`config.mk`:
```
export PLATFORM = sky130hd
export DESIGN_NAME = pinport_top
export DESIGN_NICKNAME = d
export VERILOG_FILES = /design/src/rtl/pinport_pkg.sv /design/src/rtl/pinport_regs.sv /design/src/rtl/pinport_sync.sv /design/src/rtl/pinport_irq.sv /design/src/rtl/pinport_top.sv
export SDC_FILE = /design/constraint.sdc
export NUM_CORES = 1
export LEC_CHECK = 0
export ABC_AREA = 1
export BUFFER_PORTS_ARGS = -buffer_cell sky130_fd_sc_hd__clkbuf_2
export CORE_UTILIZATION = 30
export DETAILED_ROUTE_END_ITERATION = 10
export PLACE_DENSITY_LB_ADDON = 0.12
export SLEW_MARGIN = 20
export SYNTH_ARGS = -nofsm -noshare
export SYNTH_HDL_FRONTEND = slang
export SYNTH_SLANG_ARGS = --single-unit
```
`constraint.sdc`:
```
create_clock -name clk -period 1.5 [get_ports clk]
set_input_delay 0 -clock clk [delete_from_list [all_inputs] [get_ports clk]]
set_output_delay 0 -clock clk [all_outputs]
set_load 0.02 [all_outputs]
```
`src/rtl/pinport_pkg.sv`:
```
package pinport_pkg;

   // Word indices (byte offset / 4) of the register map.
   localparam logic [2:0] WIX_DIR   = 3'd0;  // 0x00
   localparam logic [2:0] WIX_OUT   = 3'd2;  // 0x08
   localparam logic [2:0] WIX_LEVEL = 3'd3;  // 0x0C
   localparam logic [2:0] WIX_IEN   = 3'd4;  // 0x10
   localparam logic [2:0] WIX_CTRL  = 3'd5;  // 0x14

   typedef struct packed {
      logic hold_rst;   // bit 1
      logic clk_on;     // bit 0
   } blk_ctrl_t;

endpackage

```
`src/rtl/pinport_regs.sv`:
```
module pinport_regs
   import pinport_pkg::*;
#(
   parameter int PINS   = 16,
   parameter int DATA_W = 32
) (
   input  logic              clk,
   input  logic              rst_n,
   input  logic              wr_stb,
   input  logic [2:0]        wr_wix,
   input  logic [DATA_W-1:0] wr_data,
   output logic [PINS-1:0]   dir_q,
   output logic [PINS-1:0]   out_q,
   output logic [PINS-1:0]   ien_q,
   output blk_ctrl_t         ctrl_q
);

   localparam int MASK_LSB = PINS;

   if (2 * PINS > DATA_W) begin : g_bad_width
      $error("pinport_regs: 2*PINS must fit in DATA_W");
   end

   logic hit_dir, hit_out, hit_ien, hit_ctrl, live;

   assign hit_dir  = wr_stb && (wr_wix == WIX_DIR);
   assign hit_out  = wr_stb && (wr_wix == WIX_OUT);
   assign hit_ien  = wr_stb && (wr_wix == WIX_IEN);
   assign hit_ctrl = wr_stb && (wr_wix == WIX_CTRL);
   assign live     = ctrl_q.clk_on && !ctrl_q.hold_rst;

   always_ff @(posedge clk or negedge rst_n) begin
      if (!rst_n) begin
         ctrl_q <= '0;
      end else if (hit_ctrl) begin
         ctrl_q <= blk_ctrl_t'(wr_data[1:0]);
      end
   end

   always_ff @(posedge clk or negedge rst_n) begin
      if (!rst_n) begin
         dir_q <= '0;
         ien_q <= '0;
      end else if (ctrl_q.hold_rst) begin
         dir_q <= '0;
         ien_q <= '0;
      end else if (live) begin
         if (hit_dir) dir_q <= wr_data[PINS-1:0];
         if (hit_ien) ien_q <= wr_data[PINS-1:0];
      end
   end

   // One flop per output bit, each guarded by its own mask bit.
   for (genvar n = 0; n < PINS; n++) begin : g_out_bit
      always_ff @(posedge clk or negedge rst_n) begin
         if (!rst_n) begin
            out_q[n] <= 1'b0;
         end else if (ctrl_q.hold_rst) begin
            out_q[n] <= 1'b0;
         end else if (live && hit_out && wr_data[MASK_LSB + n]) begin
            out_q[n] <= wr_data[n];
         end
      end
   end

   assert_clear_in_reset_R8: assert property (@(posedge clk) disable iff (!rst_n)
      ctrl_q.hold_rst |=> (dir_q == '0) && (out_q == '0) && (ien_q == '0));

   assert_hold_when_gated_R9: assert property (@(posedge clk) disable iff (!rst_n)
      (!ctrl_q.clk_on && !ctrl_q.hold_rst) |=> $stable(dir_q) && $stable(out_q) && $stable(ien_q));

   assert_mask_guard_R3: assert property (@(posedge clk) disable iff (!rst_n)
      (hit_out && live) |=>
         (((out_q ^ $past(out_q)) & ~$past(wr_data[MASK_LSB +: PINS])) == '0));

endmodule

```
`src/rtl/pinport_sync.sv`:
```
module pinport_sync #(
   parameter int PINS   = 16,
   parameter int STAGES = 2
) (
   input  logic            clk,
   input  logic            rst_n,
   input  logic            run,
   input  logic            clr,
   input  logic [PINS-1:0] pin_in,
   output logic [PINS-1:0] level
);

   if (STAGES < 2) begin : g_bad_depth
      $error("pinport_sync: STAGES must be at least 2");
   end

   logic [PINS-1:0] stage_q [STAGES];

   for (genvar s = 0; s < STAGES; s++) begin : g_stage
      logic [PINS-1:0] d;
      if (s == 0) begin : g_first
         assign d = pin_in;
      end else begin : g_next
         assign d = stage_q[s-1];
      end
      always_ff @(posedge clk or negedge rst_n) begin
         if (!rst_n)      stage_q[s] <= '0;
         else if (clr)    stage_q[s] <= '0;
         else if (run)    stage_q[s] <= d;
      end
   end

   assign level = stage_q[STAGES-1];

   assert_level_frozen_R9: assert property (@(posedge clk) disable iff (!rst_n)
      (!run && !clr) |=> $stable(level));

   assert_level_cleared_R8: assert property (@(posedge clk) disable iff (!rst_n)
      clr |=> (level == '0));

endmodule

```
`src/rtl/pinport_irq.sv`:
```
module pinport_irq #(
   parameter int GRP = 8
) (
   input  logic           clk,
   input  logic           rst_n,
   input  logic           run,
   input  logic           clr,
   input  logic [GRP-1:0] level,
   input  logic [GRP-1:0] enable,
   output logic           irq_q
);

   if (GRP < 1) begin : g_bad_group
      $error("pinport_irq: group must hold at least one pin");
   end

   logic [GRP-1:0] gated;
   for (genvar g = 0; g < GRP; g++) begin : g_gate
      assign gated[g] = level[g] & enable[g];
   end

   always_ff @(posedge clk or negedge rst_n) begin
      if (!rst_n)    irq_q <= 1'b0;
      else if (clr)  irq_q <= 1'b0;
      else if (run)  irq_q <= |gated;
   end

   assert_irq_low_in_reset_R8: assert property (@(posedge clk) disable iff (!rst_n)
      clr |=> !irq_q);

   assert_irq_needs_enable_R6: assert property (@(posedge clk) disable iff (!rst_n)
      (run && !clr) |=> (irq_q == 1'b0) || ($past(enable) != '0));

endmodule

```
`src/rtl/pinport_top.sv`:
```
module pinport_top
   import pinport_pkg::*;
#(
   parameter int PINS        = 16,
   parameter int DATA_W      = 32,
   parameter int ADDR_W      = 5,
   parameter int SYNC_STAGES = 2,
   parameter int GRP_LO      = 8,
   parameter int GRP_HI      = 15
) (
   input  logic              clk,
   input  logic              rst_n,
   input  logic              bus_sel,
   input  logic              bus_wr,
   input  logic [ADDR_W-1:0] bus_addr,
   input  logic [DATA_W-1:0] bus_wdata,
   output logic [DATA_W-1:0] bus_rdata,
   output logic              bus_rvalid,
   input  logic [PINS-1:0]   pin_in,
   output logic [PINS-1:0]   pin_out,
   output logic [PINS-1:0]   pin_oe,
   output logic              irq_shared
);

   localparam int GRP = GRP_HI - GRP_LO + 1;

   if (ADDR_W != 5) begin : g_bad_addr
      $error("pinport_top: ADDR_W must be 5");
   end
   if (GRP_HI >= PINS || GRP_LO > GRP_HI) begin : g_bad_grp
      $error("pinport_top: shared group outside pin range");
   end

   logic [2:0]      wix;
   logic            aligned, wr_stb, rd_stb;
   logic [PINS-1:0] dir_q, out_q, ien_q, level;
   blk_ctrl_t       ctrl_q;
   logic            run, clr;

   assign wix     = bus_addr[ADDR_W-1:2];
   assign aligned = (bus_addr[1:0] == 2'b00);
   assign wr_stb  = bus_sel && bus_wr && aligned;
   assign rd_stb  = bus_sel && !bus_wr;
   assign clr     = ctrl_q.hold_rst;
   assign run     = ctrl_q.clk_on;

   pinport_regs #(.PINS(PINS), .DATA_W(DATA_W)) u_regs (
      .clk(clk), .rst_n(rst_n), .wr_stb(wr_stb), .wr_wix(wix), .wr_data(bus_wdata),
      .dir_q(dir_q), .out_q(out_q), .ien_q(ien_q), .ctrl_q(ctrl_q)
   );

   pinport_sync #(.PINS(PINS), .STAGES(SYNC_STAGES)) u_sync (
      .clk(clk), .rst_n(rst_n), .run(run), .clr(clr), .pin_in(pin_in), .level(level)
   );

   pinport_irq #(.GRP(GRP)) u_irq (
      .clk(clk), .rst_n(rst_n), .run(run), .clr(clr),
      .level(level[GRP_HI:GRP_LO]), .enable(ien_q[GRP_HI:GRP_LO]), .irq_q(irq_shared)
   );

   assign pin_out = out_q;
   assign pin_oe  = dir_q;

   logic [DATA_W-1:0] rd_mux;
   always_comb begin
      rd_mux = '0;
      if (aligned) begin
         unique case (wix)
            WIX_DIR:   rd_mux[PINS-1:0] = dir_q;
            WIX_OUT:   rd_mux[PINS-1:0] = out_q;
            WIX_LEVEL: rd_mux[PINS-1:0] = level;
            WIX_IEN:   rd_mux[PINS-1:0] = ien_q;
            WIX_CTRL:  rd_mux[1:0]      = ctrl_q;
            default:   rd_mux           = '0;
         endcase
      end
   end

   always_ff @(posedge clk or negedge rst_n) begin
      if (!rst_n) begin
         bus_rvalid <= 1'b0;
         bus_rdata  <= '0;
      end else begin
         bus_rvalid <= rd_stb;
         if (rd_stb) bus_rdata <= rd_mux;
      end
   end

   assert_rvalid_follows_read_R10: assert property (@(posedge clk) disable iff (!rst_n)
      rd_stb |=> bus_rvalid);

   assert_no_stray_rvalid_R10: assert property (@(posedge clk) disable iff (!rst_n)
      !rd_stb |=> !bus_rvalid);

endmodule

```
Yosys cells after proc, flatten, opt, wreduce, memory -nomap -nowiden
Index checks and enable logic that the tools add are counted.

Register bits: 116. Bits of input ports: 57. Output and inout port bits: 66. Word-level logic and storage cells: 136.

Equality and inequality tests: 4. Multiplexer cells: 47. Bitwise logic cells: 8. Reduce and logical (&&, ||, !) cells: 52.

Operators by type and width (count): $mux 16 (11); $pmux 14 s4 (1); $reduce_bool 2->1 (20); $mux 1 (34); $logic_and 1x1->1 (25); $pmux 2 s5 (1); $and 1x1->1 (8); $reduce_or 8->1 (1); $eq 3x2->1 const B (2); $eq 3x3->1 const B (2); $reduce_and 2->1 (2); $logic_not 3->1 (1); $logic_not 1->1 (2); $logic_not 2->1 (1).

Depth between registers and ports, before layout
Gate-level depths: netlist of run 1.

Depth in word-level cells: 7. Depth in mapped cells: 9. Depth with buffers taken out: 7.

Modules after synthesis
From an unflattened synthesis of run 1, not the netlist that was laid out.

Cell total of the unflattened synthesis: 639. Area total of the unflattened synthesis: 5153.7 um^2.

By module, submodules not included: pinport_regs (instances 1, cells an instance 263, area each 2229.6 um^2, seq. area each 1251.2 um^2); pinport_top (instances 1, cells an instance 216, area each 1477.7 um^2, seq. area each 425.4 um^2); pinport_sync (instances 1, cells an instance 140, area each 1345.0 um^2, seq. area each 800.8 um^2); pinport_irq (instances 1, cells an instance 20, area each 101.3 um^2, seq. area each 25.0 um^2).

Worst setup path before layout of run 1
Ideal clock, no wire load.

Path kind: reg-to-reg. From: reg, netlist name u_regs.ctrl_q[0]. To: reg u_irq.irq_q. Setup time: 123 ps. Data arrival time: 1077 ps. Required time: 1377 ps. Path slack: 300 ps. Cell stages (with the launch flop): 6. Path buffers: 1. Period minus slack after synthesis: 1200 ps. Cells stage by stage: dfrtp_1 > nand2_2 > clkinv_1 > buf_2 > o21ai_0 > nand2_1.

Cells in the longest elaborated chain, start to end: 1.

RTL lines: $reduce_bool 2->1 (no source line); end signal: assignment (RTL line pinport_irq.sv:25) `else if (run) irq_q <= |gated;`; end: declaration (RTL line pinport_irq.sv:10) `output logic irq_q`.

Every way passes these cells. A chain may end at the register's enable or synchronous reset.

Worst setup path after layout of run 1
From: in bus_wr. To: reg, netlist name u_regs.ctrl_q[0].

Cells in the longest elaborated chain, start to end: 3.

RTL lines: start: declaration (RTL line pinport_top.sv:14) `input logic bus_wr,`; $logic_and 1x1->1 (2 in series) (RTL line pinport_top.sv:42) `assign wr_stb = bus_sel && bus_wr && aligned;`; $logic_and 1x1->1 (RTL line pinport_regs.sv:29) `assign hit_ctrl = wr_stb && (wr_wix == WIX_CTRL);`.

Every way passes these cells.

==> flow_metrics.tcl, run 1 <==
set metrics [dict create \
    status "completed" \
    end_kind "flop" \
    finClkSkew_ns 0.00406 \
    grt.total_usage 0.184 \
    fmax_mhz 730 \
    io_buffers 106 \
    synthArstFlopShare 1.00 \
    cts-resized-gates 0 \
    synth.distinct_cells 25 \
    crit_type "primary input to flop" \
    leakage_nw 3.15 \
    cts_tree "done" \
    antenna_found_initial 0 \
    cp_slowest_cell "dlygate4sd3_1" \
    arrival_ns 1.66 \
    p_per_area_mw_per_mm2 905 \
    setup_viol 0 \
    die-area_mm2 0.0166 \
    synth-seq-area-share 0.520 \
    drc_errors 0 \
    area_growth_pct 34.4 \
    fin_setup_tns_ns 0 \
    clockBufferDepth 2 \
    dr_total_vias 4497 \
    cp-start-kind "primary input" \
    ys_warn_count 0 \
    avgRoutedWirePerCell_um 15.1 \
    grt_use_met2 0.321 \
    drtIter0Drc 311 \
    final_nets 803 \
    grt-ovfl-total 0 \
    row_count 45 \
    nFillCells 1615 \
    power_mw 5.85 \
    cts_buffers 9 \
    grt_util_met3 0.0366 \
    die_y_um 129 \
    num_antenna_cells 0 \
    clockRootBuffer "clkbuf_16" \
    vias_per_cell 4.67 \
    holdCritPathClass "primary input to flop" \
    pin_count 123 \
    relSlewSlack 0.559 \
    clk_pin_slew_worst_paths_ns 0.07 \
    worstPathRequired_ns 1.79 \
    dp_cells 894 \
    yosysMostFrequentCell "nand2_1" \
    drt_first_pass_iters 5 \
    peakVddDrop_v 0.000546 \
    ys_top_cells_by_count "133 x nand2_1, 100 x dfrtp_1, 87 x nand3_1, 69 x inv_1, 64 x o21ai_0" \
    syn-cell-area_mm2 0.00481 \
    grt_start_max_net_pins 56 \
    min_period_ns 1.37 \
    netlist_top_cells_area "dfrtp_1 52%, nand2_1 10%, nand3_1 9.0%, o21ai_0 6.7%, inv_1 5.4%" \
    postCtsHoldBufs 52 \
    synth_top_area_frac 0.520 \
    startpoint "bus_wr" \
    grt_pass1_vias 4335 \
    dp_hpwl_um 10600 \
    gp_congestion 0.841 \
    drv_cap 0 \
    routed_wirelength_um 14500 \
    cts_sinks 100 \
    fin_cells 962 \
    drive_above_1_share 0.204 \
    htreeDepth 3 \
    ys_ff_latch 100 \
    core_mm2 0.0154 \
    ys.flop_type "dfrtp_1" \
    synth_edf_count 0 \
    finalCritPeriodShare 0.913 \
    r2r-start "u_regs.ctrl_q[0]" \
    holdWs_ns 0.0303 \
    slowest_delay_ns 0.57 \
    die_x_um 129 \
    avgSynthCellArea_um2 8.14 \
    grt_use_met1 0.232 \
    synth_top_cell_by_area "dfrtp_1" \
    worst_pin_slew_ns 0.661 \
    crit_chain "dlygate4sd3_1, clkbuf_2, nand2_1, nor3_4, nand3_1, dlygate4sd3_1, nand2_1" \
    hold_violations 0 \
    rsz0062_at_grt "false" \
    holdCritStartpoint "bus_addr[1]" \
    worstSkewPairLatency_ns 0.35 \
    post_cts_buffers 0 \
    cp_max_fo 5 \
    initial_utilization 0.312 \
    grt.busiest_layer "met2" \
    grt_pass1_wl_um 23100 \
    slew_viol_final 0 \
    antenna_left 0 \
    syn_inst 591 \
]
## critical path: cells and delay by family
family | cells | cell delay [ns]
buffers and inverters | 3 | 1.21
and+or+nand+nor | 4 | 0.46
## sequential cells by signal (all words and copies together), names as in the netlist
signal / count
bus_rdata: 16
bus_rvalid: 1
u_irq.irq_q: 1
u_regs.ctrl_q: 2
u_regs.dir_q: 16
u_regs.ien_q: 16
u_regs.out_q: 16
u_sync.g_stage.d: 16
u_sync.level: 16
## stage by stage
step / setup slack (ns) / utilization / area, µm²
6_report: 0.131 / 0.419 / 6470
5_1_grt: 0.0511 / 0.419 / 6470
4_1_cts: 0.148 / 0.419 / 6470
3_5_place_dp: 0.198 / 0.365 / 5620
3_3_place_gp: 0.210 / 0.365 / 5620
2_1_floorplan: 0.300 / - / 4870
## power by group
group / internal [mW] / switching, mW
clock: 1.47 / 1.01
sequential: 2.72 / 0.0150
combinational: 0.237 / 0.398
total: 4.43 / 1.42
## layout by cell type, fill, tap and decap left out, drive strengths merged
cell type	synthesis	layout
nand2	134	134
clkbuf	10	118
dfrtp	100	100
o21ai	95	95
nand3	88	88
inv	70	70
dlygate4sd3	0	52
buf	41	23
nand4	22	22
conb	1	16
o22ai	14	14
nor2	9	9
nor3	3	3
a21oi	3	3
clkinv	1	2
clkinvlp	0	1
bufinv	0	1
## cells by family (layout without fill, tap and decap cells)
kind of cell           count (synthesis)  count (layout)  synth area share
other                                  1              16          0.000779
AOI/OAI and AO/OA                    112             112             0.121
DFF                                  100             100             0.520
buffers and inverters                122             267             0.117
and+or+nand+nor                      256             256             0.241
## area by class of cell
class	instances	area, µm²	share of cell area
Tap cell	211	264	0.0408
Timing Repair Buffer	180	1310	0.202
Inverter	71	269	0.0416
Multi-Input combinational cell	384	1800	0.279
Clock buffer	13	280	0.0433
Clock inverter	3	42.5	0.00658
Sequential cell	100	2500	0.387
## routing by layer
| metal | vias up | part of all wire |
|---|---|---|
| met5 | - | 0 |
| met4 | 0 | 0.011 |
| met3 | 13 | 0.038 |
| met2 | 107 | 0.52 |
| met1 | 2143 | 0.43 |
| li1 | 2234 | - |
## final timing paths
path	endpoint	slack, ns	cells after the start
setup / recovery	u_regs.ctrl_q[0]	0.13	7
hold / removal	u_regs.ctrl_q[1]	0.03	4
setup reg to reg	u_regs.out_q[8]	0.20	6
hold reg to reg	bus_rdata[11]	0.49	2
max in group asynchronous	u_regs.ien_q[11]	0.82	3
min in group asynchronous	u_sync.g_stage[1].d[0]	0.13	2
Power figures use the tool's default switching activity.
==> run 2: changes to the inputs <==
SYNTH_HIERARCHICAL = 1   (was default)
==> run 2 against run 1 <==
Compared with the run above: combinational power is 17% higher; synthesized cell count is 8.1% higher; sequential share of layout area is 0.91 points lower; highest routed layer unchanged; flip-flop and latch count stayed put; global-route usage is 1.2 points lower; largest cell class unchanged; wire length is 0.92% lower; power is 2.2% lower; clock skew is 0.0029 ns higher.
==> flow_metrics.tcl, run 2 <==
set metrics [dict create \
    synth-seq-area-share 0.486 \
    synth_top_cell_by_area "dfrtp_1" \
    dp_hpwl_um 10300 \
    grt_pass1_wl_um 24000 \
    final_nets 837 \
    holdCritPathClass "primary input to flop" \
    synth.distinct_cells 25 \
    design_area_mm2 0.00662 \
    worstHoldPathCells 3 \
    cp_common_cell "nand2_1" \
    clockBufferDepth 2 \
    synth_top_area_frac 0.486 \
    syn_inst 639 \
    drv_cap 0 \
    r2r-start "u_regs/ctrl_q[0]" \
    grt.total_usage 0.173 \
    arrival_ns 1.53 \
    relSlewSlack 0.637 \
    gp_congestion 0.812 \
    worstPathRequired_ns 1.75 \
    crit_type "flop to flop" \
    vias_per_cell 4.66 \
    rsz0062_at_grt "false" \
    antenna_left 0 \
    postCtsHoldBufs 50 \
    placed_cell_area_mm2 0.00584 \
    syn-cell-area_mm2 0.00515 \
    final_common_cell "nand2_1" \
    routed_wirelength_um 14400 \
    holdCritStartpoint "bus_wdata[4]" \
    hold_violations 0 \
    die_x_um 133 \
    io_buffers 106 \
    synth_edf_count 0 \
    ys_warn_count 6 \
    ys_top_cells_by_count "184 x nand2_1, 111 x nand3_1, 100 x dfrtp_1, 56 x inv_1, 40 x o21ai_1" \
    whs_endpoint "u_regs/ien_q[4]" \
    grt-ovfl-total 0 \
    ys.flop_type "dfrtp_1" \
    htreeDepth 3 \
    dp_cells 939 \
    cts-resized-gates 0 \
    grt_start_max_net_pins 66 \
    post_cts_buffers 0 \
    die-area_mm2 0.0177 \
    drive_above_1_share 0.210 \
    ys_ff_latch 100 \
    cp-start-kind "flop" \
    cp_max_fo 32 \
    drt_first_pass_iters 7 \
    row_count 47 \
    slew_viol_final 0 \
    finClkSkew_ns 0.00696 \
    reg2reg_slack_ns 0.22 \
    fmax_mhz 779 \
    clockRootBuffer "clkbuf_16" \
    crit_chain "nand2_1, nor2_2, buf_12, nand4_1, nand2_1, inv_1" \
    pin_count 123 \
    leakage_nw 3.40 \
    worstSkewPairLatency_ns 0.35 \
    yosysMostFrequentCell "nand2_1" \
    avgSynthCellArea_um2 8.07 \
    grt_pass1_vias 4687 \
    fin_cells 1005 \
    finalCritPeriodShare 0.856 \
    setup_viol 0 \
    num_antenna_cells 0 \
    cp_slowest_cell "dfrtp_1" \
    fin_setup_tns_ns 0 \
    cts_tree "done" \
    antenna_found_initial 0 \
    status "completed" \
    min_period_ns 1.28 \
    die_y_um 133 \
    synthArstFlopShare 1.00 \
    avgRoutedWirePerCell_um 14.3 \
    netlist_top_cells_area "dfrtp_1 49%, nand2_1 13%, nand3_1 11%, inv_1 4.1%, o21ai_1 3.9%" \
    peakVddDrop_v 0.000578 \
    end_kind "flop" \
    r2r-end "u_regs/out_q[12]" \
    dr_total_vias 4680 \
    worst_pin_slew_ns 0.544 \
    slowest_delay_ns 0.47 \
    cts_buffers 9 \
    final_cell_mix "184 x nand2_1, 111 x nand3_1, 105 x clkbuf_2" \
    area_growth_pct 28.5 \
    reg2regPathDepth 6 \
    initial_utilization 0.309 \
    drc_errors 0 \
    cts_sinks 100 \
    core_mm2 0.0167 \
    nFillCells 1751 \
    p_per_area_mw_per_mm2 863 \
    drtIter0Drc 301 \
    clk_pin_slew_worst_paths_ns 0.07 \
]
-- run 2: cell types whose count changed after synthesis, sizes merged --
cell	before	now
a21oi	3	2
buf	41	53
clkbuf	10	4
o21ai	95	77
nor4	0	1
clkinv	1	0
nand2	134	185
nor3	3	0
a21boi	0	1
nand3	88	118
nor2	9	15
inv	70	60
o22ai	14	0
-- run 2: worst max-delay path by stage --
stage / to / slack, ns / start / depth (start not counted)
3_5_place_dp: u_regs/out_q[12] / 0.11 / bus_wr / 10
6_report: u_regs/out_q[12] / 0.22 / u_regs/ctrl_q[0] / 6
5_1_grt: u_regs/out_q[12] / 0.07 / u_regs/ctrl_q[0] / 6
3_3_place_gp: u_regs/out_q[15] / 0.16 / bus_addr[1] / 9
2_1_floorplan: u_regs/out_q[15] / 0.26 / u_regs/ctrl_q[1] / 7
4_1_cts: u_sync/g_stage[1].d[1] / 0.21 / u_regs/ctrl_q[0] / 4
-- run 2: cell type report --
type	count	area, µm²	area share
multi-input combinational	437	2060	0.311
sequential	100	2500	0.378
tap	220	275	0.0416
inverter	60	225	0.0340
clock inverter	3	21.3	0.00321
timing repair buffer	172	1280	0.193
clock buffer	13	260	0.0393
-- run 2: critical path, delay by kind of cell, from the launching register on --
family	cells	cell delay (ns)
buffers and inverters	2	0.24
flip-flops	1	0.47
AND/OR/NAND/NOR	4	0.46
-- run 2: kinds of logic after synthesis --
kind of cell	share of synthesized area
compound gates	0.0862
buf+inv	0.126
flops	0.486
other cells	0.000728
simple gates	0.302
-- run 2: where the power goes --
group / total (mW) / internal (mW) / switching (mW) / leakage [nW]
logic: 0.744 / 0.261 / 0.483 / 1.88
clock network: 2.24 / 1.22 / 1.02 / 0.136
registers: 2.73 / 2.72 / 0.0184 / 1.39
-- run 2: stage by stage --
stage	setup slack, ns	util	power, mW	hold slack [ns]
2_1_floorplan	0.259	-	3.22	-0.296
3_3_place_gp	0.164	0.350	3.43	0.00881
3_5_place_dp	0.107	0.350	3.44	0.0138
4_1_cts	0.208	0.397	5.81	0.00201
5_1_grt	0.0674	0.397	5.98	0.00290
6_report	0.217	0.397	5.72	0.000436
-- run 2: routing by layer --
metal / GRT usage / wire, µm / vias up
met5: 0 / 0 / -
met4: 0.0466 / 214 / 0
met3: 0.0375 / 561 / 15
met2: 0.302 / 7400 / 99
met1: 0.213 / 6210 / 2228
li1: - / - / 2338
==> run 3: changes to the inputs <==
CAP_MARGIN = 40   (was default)
CORE_UTILIZATION = 54   (was 30)
SETUP_SLACK_MARGIN = 0.15   (was default)
==> run 3 against run 2 <==
Compared with the run above: setup slack got worse by 0.021 ns; clock power is 14% lower; first-iteration DRC count increased by 14%; power shrank 4.9%; flip-flop and latch count is the same; global-route usage grew 11 points; sequential power is essentially flat; clock skew rose by 0.0031 ns.
==> flow_metrics.tcl, run 3 (same netlist as run 2, synthesis figures left out) <==
set metrics [dict create \
    worst_pin_slew_ns 0.568 \
    clockRootBuffer "clkbuf_8" \
    arrival_ns 1.62 \
    clockBufferDepth 2 \
    grt.total_usage 0.278 \
    p_per_area_mw_per_mm2 838 \
    setup_viol 0 \
    fin_cells 921 \
    die_y_um 99.7 \
    cp_max_fo 16 \
    finClkSkew_ns 0.0101 \
    rsz0062_at_grt "false" \
    leakage_nw 3.40 \
    initial_utilization 0.558 \
    hold_violations 0 \
    crit_type "flop to flop" \
    grt-ovfl-total 0 \
    final_nets 844 \
    relSlewSlack 0.618 \
    core_mm2 0.00924 \
    num_antenna_cells 0 \
    gp_congestion 0.848 \
    holdCritPathClass "primary input to async pin" \
    dr_total_vias 4919 \
    dp_cells 849 \
    grt_start_max_net_pins 66 \
    antenna_found_initial 0 \
    status "completed" \
    drtIter0Drc 342 \
    final_common_cell "nand2_1" \
    io_buffers 106 \
    grt_pass1_vias 4484 \
    drive_above_1_share 0.220 \
    pin_count 123 \
    drc_errors 0 \
    drv_cap 0 \
    worstSkewPairLatency_ns 0.36 \
    slew_viol_final 0 \
    cp_slowest_cell "dfrtp_2" \
    htreeDepth 3 \
    fmax_mhz 767 \
    grt_pass1_wl_um 21500 \
    crit_chain "nand2_1, nor2_4, clkbuf_16, nand3_1, nand2_1, nand2_1, inv_1" \
    routed_wirelength_um 13800 \
    slowest_delay_ns 0.45 \
    end_kind "flop" \
    final_cell_mix "184 x nand2_1, 111 x nand3_1, 105 x clkbuf_2" \
    peakVddDrop_v 0.000425 \
    worstPathRequired_ns 1.81 \
    die-area_mm2 0.00994 \
    cts_sinks 100 \
    cts_buffers 9 \
    row_count 35 \
    vias_per_cell 5.34 \
    cp_common_cell "nand2_1" \
    avgRoutedWirePerCell_um 15.0 \
    dp_hpwl_um 8960 \
    clk_pin_slew_worst_paths_ns 0.10 \
    min_period_ns 1.30 \
    drt_first_pass_iters 5 \
    cts_tree "done" \
    finalCritPeriodShare 0.870 \
    holdWs_ns 0.145 \
    cp-start-kind "flop" \
    area_growth_pct 26.0 \
    die_x_um 99.7 \
    antenna_left 0 \
]
run 3: cell count changes in the layout (fill, tap and decap cells not counted), sizes merged:
cell	delta
nor2	+1
clkbuf	-1
inv	+1
bufinv	+2
buf	+3
dlygate4sd3	+1
run 3: final timing paths:
check / from / endpoint / slack [ns] / cells past startpoint
hold reg to reg: u_sync/level[7] / u_sync/level[7] / 0.48 / 2
hold / removal: rst_n / u_sync/level[6] / 0.15 / 2
setup / recovery: u_regs/ctrl_q[0] / u_regs/out_q[12] / 0.20 / 7
max in group asynchronous: rst_n / bus_rdata[9] / 0.72 / 3
setup reg to reg: u_regs/ctrl_q[0] / u_regs/out_q[12] / 0.20 / 7
min in group clk: bus_addr[2] / u_regs/ctrl_q[1] / 0.15 / 3
run 3: layer usage:
metal  GRT usage  vias to the layer above  part of all wire
met2       0.481                      194              0.50
met1       0.359                     2345              0.42
met5           0                        -                 0
li1            -                     2354                 -
met4       0.103                        0             0.023
met3      0.0323                       26             0.053
run 3: final cells by class:
type	count	area, µm²
multi-input combinational	438	2080
tap	129	161
clock buffer	10	138
inverter	60	225
clock inverter	6	86.3
fill	759	2750
timing repair buffer	178	1300
sequential	100	2500
run 3: worst max-delay path, delay by kind of cell, from the launching register on:
| family | cells | cell delay, ns |
|---|---|---|
| buffers and inverters | 2 | 0.26 |
| DFF | 1 | 0.45 |
| and+or+nand+nor | 5 | 0.54 |
run 3: what timing repair did:
action                     4_1_cts  5_1_grt
hold endpoints to repair        99        0
hold buffers                    51        0
gates resized for setup          0        3
setup buffers                    0        2
setup endpoints to repair        0       34
run 3: metrics by stage:
| stage | power (mW) | utilization | setup slack, ns | instance area [µm²] | TNS (ns) |
|---|---|---|---|---|---|
| after floorplan | 3.22 | - | 0.259 | 5210 | 0 |
| after global placement | 3.39 | 0.614 | 0.116 | 5670 | 0 |
| after detailed placement | 3.40 | 0.614 | -0.0308 | 5670 | -0.116 |
| after CTS | 5.42 | 0.693 | 0.191 | 6410 | 0 |
| after global routing | 5.65 | 0.703 | 0.161 | 6490 | 0 |
| final | 5.44 | 0.703 | 0.195 | 6490 | 0 |
run 3: power breakdown:
| group | internal [mW] | switching [mW] | leakage (nW) | total (mW) |
|---|---|---|---|---|
| combinational | 0.280 | 0.503 | 1.90 | 0.783 |
| sequential | 2.72 | 0.0186 | 1.39 | 2.73 |
| clock | 0.986 | 0.936 | 0.113 | 1.92 |
| total | 3.98 | 1.46 | 3.40 | 5.44 |
